`src/rtl/uart_rx_pkg.sv`:
```
package uart_rx_pkg;

    localparam int unsigned RX_MAX_BITS = 8;
    localparam int unsigned RX_MIN_BITS = 5;

    typedef enum logic [2:0] {
        RX_IDLE,
        RX_START,
        RX_DATA,
        RX_PAR,
        RX_STOP
    } rx_state_e;

    typedef struct packed {
        logic       stick;
        logic       even;
        logic       par_en;
        logic [1:0] wlen;
    } rx_cfg_t;

    typedef struct packed {
        logic [RX_MAX_BITS-1:0] data;
        logic                   perr;
        logic                   ferr;
    } rx_char_t;

    function automatic int unsigned word_bits(input logic [1:0] wlen);
        return RX_MIN_BITS + int'(wlen);
    endfunction

endpackage

```
`src/rtl/uart_rx_sync.sv`:
```
module uart_rx_sync #(
    parameter int unsigned STAGES = 2
) (
    input  logic clk,
    input  logic rst_n,
    input  logic din,
    output logic dout
);

    logic [STAGES-1:0] sync_d, sync_q;

    always_comb begin
        sync_d = {sync_q[STAGES-2:0], din};
    end

    always_ff @(posedge clk or negedge rst_n) begin
        if (!rst_n) sync_q <= '1;
        else        sync_q <= sync_d;
    end

    assign dout = sync_q[STAGES-1];

endmodule

```
`src/rtl/uart_rx_frame.sv`:
```
module uart_rx_frame
    import uart_rx_pkg::*;
#(
    parameter int unsigned OVERSAMPLE = 16
) (
    input  logic     clk,
    input  logic     rst_n,
    input  logic     tick,
    input  logic     rx_s,
    input  rx_cfg_t  cfg_i,
    output logic     load_o,
    output rx_char_t chr_o
);

    localparam int unsigned CNT_W     = $clog2(OVERSAMPLE);
    localparam int unsigned IDX_W     = $clog2(RX_MAX_BITS);
    localparam int unsigned START_MID = OVERSAMPLE / 2 - 2;
    localparam int unsigned CNT_LAST  = OVERSAMPLE - 1;

    typedef struct packed {
        rx_state_e              st;
        logic [CNT_W-1:0]       cnt;
        logic [IDX_W-1:0]       idx;
        logic                   prev;
        logic [RX_MAX_BITS-1:0] shreg;
        logic                   par_acc;
        logic                   perr_pend;
        rx_cfg_t                cfg;
        logic                   load;
        rx_char_t               chr;
    } frame_t;

    frame_t fr_d, fr_q;
    logic   at_centre;
    logic   last_bit;
    logic   exp_par;

    always_comb begin
        at_centre = (fr_q.cnt == CNT_W'(CNT_LAST));
        last_bit  = (fr_q.idx == IDX_W'(word_bits(fr_q.cfg.wlen) - 1));
        if (fr_q.cfg.stick) exp_par = ~fr_q.cfg.even;
        else if (fr_q.cfg.even) exp_par = fr_q.par_acc;
        else exp_par = ~fr_q.par_acc;
    end

    always_comb begin
        fr_d      = fr_q;
        fr_d.load = 1'b0;
        if (tick) begin
            case (fr_q.st)
                RX_IDLE: begin
                    fr_d.prev = rx_s;
                    if (fr_q.prev && !rx_s) begin
                        fr_d.st        = RX_START;
                        fr_d.cnt       = '0;
                        fr_d.idx       = '0;
                        fr_d.shreg     = '0;
                        fr_d.par_acc   = 1'b0;
                        fr_d.perr_pend = 1'b0;
                        fr_d.cfg       = cfg_i;
                    end
                end
                RX_START: begin
                    if (fr_q.cnt == CNT_W'(START_MID)) begin
                        fr_d.cnt = '0;
                        if (rx_s) begin
                            fr_d.st   = RX_IDLE;
                            fr_d.prev = 1'b1;
                        end else begin
                            fr_d.st = RX_DATA;
                        end
                    end else begin
                        fr_d.cnt = fr_q.cnt + 1'b1;
                    end
                end
                RX_DATA: begin
                    if (at_centre) begin
                        fr_d.cnt              = '0;
                        fr_d.shreg[fr_q.idx]  = rx_s;
                        fr_d.par_acc          = fr_q.par_acc ^ rx_s;
                        if (last_bit) fr_d.st = fr_q.cfg.par_en ? RX_PAR : RX_STOP;
                        else          fr_d.idx = fr_q.idx + 1'b1;
                    end else begin
                        fr_d.cnt = fr_q.cnt + 1'b1;
                    end
                end
                RX_PAR: begin
                    if (at_centre) begin
                        fr_d.cnt       = '0;
                        fr_d.perr_pend = (rx_s != exp_par);
                        fr_d.st        = RX_STOP;
                    end else begin
                        fr_d.cnt = fr_q.cnt + 1'b1;
                    end
                end
                RX_STOP: begin
                    if (at_centre) begin
                        fr_d.cnt      = '0;
                        fr_d.st       = RX_IDLE;
                        fr_d.prev     = rx_s;
                        fr_d.load     = 1'b1;
                        fr_d.chr.data = fr_q.shreg;
                        fr_d.chr.perr = fr_q.perr_pend;
                        fr_d.chr.ferr = ~rx_s;
                    end else begin
                        fr_d.cnt = fr_q.cnt + 1'b1;
                    end
                end
                default: fr_d.st = RX_IDLE;
            endcase
        end
    end

    always_ff @(posedge clk or negedge rst_n) begin
        if (!rst_n) begin
            fr_q    <= '0;
            fr_q.st <= RX_IDLE;
        end else begin
            fr_q <= fr_d;
        end
    end

    assign load_o = fr_q.load;
    assign chr_o  = fr_q.chr;

    AST_HOLD_BETWEEN_TICKS: assert property (@(posedge clk) disable iff (!rst_n)
        !tick |=> $stable(fr_q.st));

    AST_UPPER_BITS_ZERO: assert property (@(posedge clk) disable iff (!rst_n)
        load_o |-> ((chr_o.data >> word_bits(fr_q.cfg.wlen)) == '0));

    AST_NO_PERR_WITHOUT_PARITY: assert property (@(posedge clk) disable iff (!rst_n)
        (load_o && !fr_q.cfg.par_en) |-> !chr_o.perr);

endmodule

```
`src/rtl/uart_rx_buffer.sv`:
```
module uart_rx_buffer
    import uart_rx_pkg::*;
(
    input  logic                   clk,
    input  logic                   rst_n,
    input  logic                   load_i,
    input  rx_char_t               chr_i,
    input  logic                   rd_i,
    output logic [RX_MAX_BITS-1:0] data_o,
    output logic                   ready_o,
    output logic                   perr_o,
    output logic                   ferr_o,
    output logic                   ovr_o
);

    typedef struct packed {
        logic [RX_MAX_BITS-1:0] data;
        logic                   ready;
        logic                   perr;
        logic                   ferr;
        logic                   ovr;
    } buf_t;

    buf_t bf_d, bf_q;

    always_comb begin
        bf_d = bf_q;
        if (rd_i) begin
            bf_d.ready = 1'b0;
            bf_d.perr  = 1'b0;
            bf_d.ferr  = 1'b0;
            bf_d.ovr   = 1'b0;
        end
        if (load_i) begin
            bf_d.data  = chr_i.data;
            bf_d.ready = 1'b1;
            bf_d.perr  = chr_i.perr;
            bf_d.ferr  = chr_i.ferr;
            bf_d.ovr   = bf_q.ovr | (bf_q.ready & ~rd_i);
        end
    end

    always_ff @(posedge clk or negedge rst_n) begin
        if (!rst_n) bf_q <= '0;
        else        bf_q <= bf_d;
    end

    assign data_o  = bf_q.data;
    assign ready_o = bf_q.ready;
    assign perr_o  = bf_q.perr;
    assign ferr_o  = bf_q.ferr;
    assign ovr_o   = bf_q.ovr;

    AST_STORE_SETS_READY: assert property (@(posedge clk) disable iff (!rst_n)
        load_i |=> ready_o);

    AST_READ_CLEARS_FLAGS: assert property (@(posedge clk) disable iff (!rst_n)
        (rd_i && !load_i) |=> (!ready_o && !ovr_o && !perr_o && !ferr_o));

    AST_OVERRUN_ON_UNREAD: assert property (@(posedge clk) disable iff (!rst_n)
        (load_i && ready_o && !rd_i) |=> (ovr_o && ready_o));

endmodule

```
`src/rtl/uart_rx_core.sv`:
```
module uart_rx_core
    import uart_rx_pkg::*;
#(
    parameter int unsigned OVERSAMPLE  = 16,
    parameter int unsigned SYNC_STAGES = 2
) (
    input  logic                   clk,
    input  logic                   rst_n,
    input  logic                   rx_line,
    input  logic                   tick16,
    input  logic [1:0]             cfg_wlen,
    input  logic                   cfg_par_en,
    input  logic                   cfg_par_even,
    input  logic                   cfg_par_stick,
    input  logic                   rd_strobe,
    output logic [RX_MAX_BITS-1:0] rx_data,
    output logic                   data_ready,
    output logic                   parity_err,
    output logic                   framing_err,
    output logic                   overrun_err
);

    logic     rx_s;
    logic     load;
    rx_char_t chr;
    rx_cfg_t  cfg;

    assign cfg = '{stick: cfg_par_stick, even: cfg_par_even,
                   par_en: cfg_par_en, wlen: cfg_wlen};

    uart_rx_sync #(.STAGES(SYNC_STAGES)) u_sync (
        .clk  (clk),
        .rst_n(rst_n),
        .din  (rx_line),
        .dout (rx_s)
    );

    uart_rx_frame #(.OVERSAMPLE(OVERSAMPLE)) u_frame (
        .clk   (clk),
        .rst_n (rst_n),
        .tick  (tick16),
        .rx_s  (rx_s),
        .cfg_i (cfg),
        .load_o(load),
        .chr_o (chr)
    );

    uart_rx_buffer u_buffer (
        .clk    (clk),
        .rst_n  (rst_n),
        .load_i (load),
        .chr_i  (chr),
        .rd_i   (rd_strobe),
        .data_o (rx_data),
        .ready_o(data_ready),
        .perr_o (parity_err),
        .ferr_o (framing_err),
        .ovr_o  (overrun_err)
    );

endmodule

```
`config.mk`:
```
export PLATFORM = sky130hd
export DESIGN_NAME = uart_rx_core
export DESIGN_NICKNAME = d
export VERILOG_FILES = /design/src/rtl/uart_rx_pkg.sv /design/src/rtl/uart_rx_sync.sv /design/src/rtl/uart_rx_frame.sv /design/src/rtl/uart_rx_buffer.sv /design/src/rtl/uart_rx_core.sv
export SDC_FILE = /design/constraint.sdc
export NUM_CORES = 1
export LEC_CHECK = 0
export BUFFER_PORTS_ARGS = -buffer_cell sky130_fd_sc_hd__buf_2
export CORE_ASPECT_RATIO = 1.5
export CORE_MARGIN = 3
export CORE_UTILIZATION = 42
export CTS_CLUSTER_DIAMETER = 40
export DETAILED_ROUTE_END_ITERATION = 7
export GPL_TIMING_DRIVEN = 0
export RECOVER_POWER = 50
export SLEW_MARGIN = 20
export SYNTH_ARGS = -nofsm -noshare
export SYNTH_HDL_FRONTEND = slang
export SYNTH_SLANG_ARGS = --single-unit
```
`constraint.sdc`:
```
create_clock -name clk -period 4.4 [get_ports clk]
set_clock_uncertainty 0.2 [all_clocks]
set_input_delay 0.66 -clock clk [delete_from_list [all_inputs] [get_ports clk]]
set_output_delay 0.66 -clock clk [all_outputs]
set_load 0.02 [all_outputs]
```
* After elaboration in Yosys (flattened, before gate mapping)
Cells that the tools add are included.
Cells by class: add/subtract/negate cells 4, multiply operators 0, div/mod/pow operators 0, order comparisons 2, eq/ne operators 16, shifts and indexed selects 0, muxes and demuxes 34, bitwise gates (word level) 7, reduce and logical (&&, ||, !) cells 18
Operators with widths (count):
- $mux 11 | 3
- $mux 3 | 8
- $pmux 9 s2 | 1
- $mux 4 | 4
- $mux 15 | 1
- $pmux 3 s5 | 1
- $ne 2x1->1 const B | 6
- $pmux 4 s3 | 1
- $mux 10 | 1
- $reduce_and 5->1 | 2
- $mux 9 | 1
- $reduce_and 3->1 | 3
- $bwmux 8 | 1
- $reduce_and 4->1 | 2
- $mux 1 | 7
- $reduce_and 7->1 | 1
- $eq 3x2->1 const B | 2
- $pmux 3 s2 | 1
- $reduce_bool 2->1 | 3
- $reduce_bool 3->1 | 2
- $add 4x1->4 const B | 1
- $eq 4x3->1 const B | 1
- $eq 4x4->1 const B | 1
- $lt 3x4->1 const B | 1
- 21 further kinds | 26
Storage, ports and cells: bits in registers 51, latch bits 0, bits in writable memories 0, ROM bits 0, output and inout bits 12, logic and storage cells 102, memories kept 0

* Longest topological paths before layout
word-level depth 7, gate-level depth with buffers 8, mapped depth without buffers 7

* Hierarchy
From an unflattened synthesis, not the netlist that was laid out.
Second synthesis, totals: cell total of the unflattened synthesis 228, area total of the unflattened synthesis 2616.3 µm²
By module, submodules not included:
- uart_rx_frame | instances 1, cells each 196, area an instance 2104.5 µm²
- uart_rx_buffer | instances 1, cells each 30, area an instance 459.2 µm²
- uart_rx_sync | instances 1, cells each 2, area an instance 52.6 µm²

* Least setup slack after synthesis
OpenSTA, ideal clock, no wires.
path type input-to-reg, start input tick16, end register u_frame.fr_q[17] (netlist name), library setup time 0.119 ns, arrival time 1.639 ns, required time 4.081 ns, setup slack 2.442 ns, stages on the path 6, path buffers 1, cell sequence nor3b_1 -> o221ai_1 -> or2_1 -> buf_4 -> xnor2_1 -> and2_1
On the way: cells in the longest elaborated chain, start to end 1
RTL lines:
- start: declaration | RTL line uart_rx_core.sv:10 | input logic tick16,
- $reduce_and 4->1 (no source line)
- end signal: assignment | RTL line uart_rx_frame.sv:119 | fr_q <= fr_d;
- end: declaration | RTL line uart_rx_frame.sv:33 | frame_t fr_d, fr_q;
Every way passes these cells. A chain may end at the register's enable or synchronous reset.

* Worst setup path in the final report
start register u_frame.fr_q[31] (netlist name), end register u_frame.fr_q[27] (netlist name)
On the way: cells in the longest elaborated chain, start to end 3
RTL lines:
- $eq 4x4->1 | RTL line uart_rx_frame.sv:39 | at_centre = (fr_q.cnt == CNT_W'(CNT_LAST));
- $ne 2x1->1 (no source line)
- $reduce_and 5->1 (no source line)
Every way passes these cells.

==> metrics.txt <==
post-DP HPWL 3.192 mm; Syn Nets 243; CP max-delay cell dfrtp_1; crit path launch type flip-flop; Crit path largest cell delay 420 ps; starting DRC count in detailed routing 73; RSZ-0062 raised after global routing false; CTS max path bufs 2; I/O Buffers 21; layout cells sized above 1 0.2046; relative slew slack 0.5105; final setup violation count 0; via count 1771; Detailed Route WL 4.388 mm; EDFF count, synth 0; die width 67.30 µm; synthesized cell area 2367 µm²; GR Overflow Total 0; gr usage total 0.1517; most common cell after layout, fill and taps aside dfrtp_1; hold slack 158.1 ps; Seq cells post-synth 51; antenna violations before repair 0; Final Power 1.368 mW; CTS Buf Count 5; post-route ant nets 0; Reg clk slew, reported paths 90 ps; Distinct cells, synth 47; ys flop type dfrtp_1; fin area 2678 µm²; Die Y 97.95 µm; worst vdd ir 0.0002467 V; largest net degree at the start of global routing 52; status completed; diode count 0; TritonCTS clock tree yes; final-report max-slew violation count 0; sequential area share after synthesis 0.5402; Post-synth ARST share 1.000; worst hold path type reg -> reg; Max-Cap Viols 0; DP Area 2560 µm²; CP Capture Type flip-flop; Hold Vio Cnt, Final 0; gpl congestion 0.7936; io pins 22; P per Cell Area 510.8 nW/µm²; drt pass-1 iters 4; # nets final 271; LEAKAGE 1.276 nW; area delta synth->final 13.11%; Synth Area per Inst 10.29 µm²; YS warnings 0; Initial Utilization 0.4479; quantity of gates resized following cts 0; Peak Freq 464.6 MHz; CP max FO 10; # H-tree levels 2; Worst R2R Setup Slack 2250 ps; post-CTS setup buffer count 0; most frequent cells in the layout 49 x dfrtp_1, 36 x nand2_1, 22 x buf_2; DRC 0; final setup TNS 0 ps; Site Rows 32; critical-path cell list ha_1, and3_1, clkbuf_2, o221ai_1, buf_2, nor3_1, mux2_2; Clock Sinks 51; vias in the first global route 1766; setup ws final 2248 ps; DR vias/cell 5.416; pre-CTS setup slack 2143 ps; Data arrival, critical path 2140 ps; Worst EP required 4380 ps; Crit Path Class reg -> reg; first-pass GRT wire length 7.831 mm; fin crit period 2152 ps; clock root buffer clkbuf_8; Clock Latency Late Sink 300 ps; Post-Syn Instances 230; die area 6592 µm²; CORE AREA 5285 µm²; post-DR wirelength/cell 13.42 µm; hold_buf cts 0; Tcrit/Tclk final 0.4892; actual slew at the worst max-slew pin 726.4 ps
[metrics by stage]
stage / utilization / std cells
after floorplan: - / 230
after global placement: 0.4839 / 319
after detailed placement: 0.4844 / 319
after CTS: 0.5066 / 327
after global routing: 0.5066 / 327
final: 0.5066 / 327
[worst paths after layout]
| path | from | end | cells after the start |
|---|---|---|---|
| min in group asynchronous | rst_n | u_buffer.ovr_o$_DFFE_PN0P_ | 1 |
| hold / removal | u_sync.sync_q[0]$_DFF_PN1_ | u_sync.sync_q[1]$_DFF_PN1_ | 0 |
| hold reg to reg | u_sync.sync_q[0]$_DFF_PN1_ | u_sync.sync_q[1]$_DFF_PN1_ | 0 |
| setup / recovery | u_frame.fr_q[31]$_DFFE_PN0P_ | u_frame.fr_q[27]$_DFFE_PN0P_ | 7 |
| max in group asynchronous | rst_n | u_frame.fr_q[27]$_DFFE_PN0P_ | 1 |
| setup reg to reg | u_frame.fr_q[31]$_DFFE_PN0P_ | u_frame.fr_q[27]$_DFFE_PN0P_ | 7 |
[metal layers]
layer  share of wire  track usage  routed length, µm  vias to the layer above
met5               0            0                  0                        -
met1            0.41       0.1699               1802                      847
met2            0.52       0.2659               2301                       42
met4           0.025      0.06406                110                        0
li1                -            -                  -                      874
met3           0.039      0.03567                172                        8
[logic make-up after synthesis]
logic type,count (synthesis),synth area share
AO/OA/AOI/OAI,57,0.1639
adder cells (fa/ha/maj),3,0.01586
buffers and inverters,21,0.03647
multiplexers,15,0.07082
AND/OR/NAND/NOR,78,0.1543
XOR/XNOR,5,0.01850
flip-flops,51,0.5402
[cell type report]
cell class / count / area [µm²]
buffer: 12 / 52.55
multi-input combinational: 158 / 1002
fill: 530 / 2608
inverter: 9 / 33.78
timing repair buffer: 21 / 107.6
sequential: 51 / 1279
clock inverter: 2 / 35.03
clock buffer: 6 / 82.58
tap: 68 / 85.08
[Yosys cell counts (2+ instances only)]
| library cell | n | share of area |
|---|---|---|
| or2_1 | 2 | 0.0053 |
| buf_2 | 2 | 0.0042 |
| nor2_1 | 12 | 0.019 |
| ha_1 | 3 | 0.016 |
| xnor2_1 | 4 | 0.015 |
| clkbuf_1 | 8 | 0.013 |
| dfstp_2 | 2 | 0.022 |
| and3_1 | 3 | 0.0079 |
| dfrtp_1 | 49 | 0.52 |
| o31ai_1 | 5 | 0.016 |
| mux2_2 | 14 | 0.067 |
| nor3b_1 | 3 | 0.0095 |
| o21ai_0 | 20 | 0.042 |
| o221ai_1 | 2 | 0.0074 |
| o21ai_1 | 2 | 0.0042 |
| a22o_1 | 4 | 0.015 |
| a31oi_1 | 7 | 0.018 |
| nor3_1 | 2 | 0.0042 |
| o41ai_2 | 2 | 0.014 |
| nor2b_1 | 5 | 0.013 |
| or3_1 | 2 | 0.0053 |
| nand4_1 | 2 | 0.0053 |
| nand3_1 | 6 | 0.013 |
| nand2_1 | 36 | 0.057 |
| inv_1 | 7 | 0.011 |
| a21oi_1 | 5 | 0.011 |
[power by group]
part | leakage [nW] | switching [mW] | internal, mW
registers | 0.682 | 0.0613 | 0.545
logic | 0.532 | 0.248 | 0.179
clock network | 0.0612 | 0.150 | 0.184
[registers in the layout, indices dropped and copies added, names as in the netlist, 2 cells and up]
register	flops
u_frame.chr_o	10
u_buffer.data_o	8
u_sync.sync_q	2
u_frame.fr_q	26
[worst max-delay path, delay by kind of cell (launching register included)]
kind                     cells  cell delay, ps
flip-flops                   1             420
buffers and inverters        2             410
adder cells (fa/ha/maj)      1             240
AO/OA/AOI/OAI                1             220
AND/OR/NAND/NOR              2             270
multiplexers                 1             260
(Power assumes the default switching activity.)
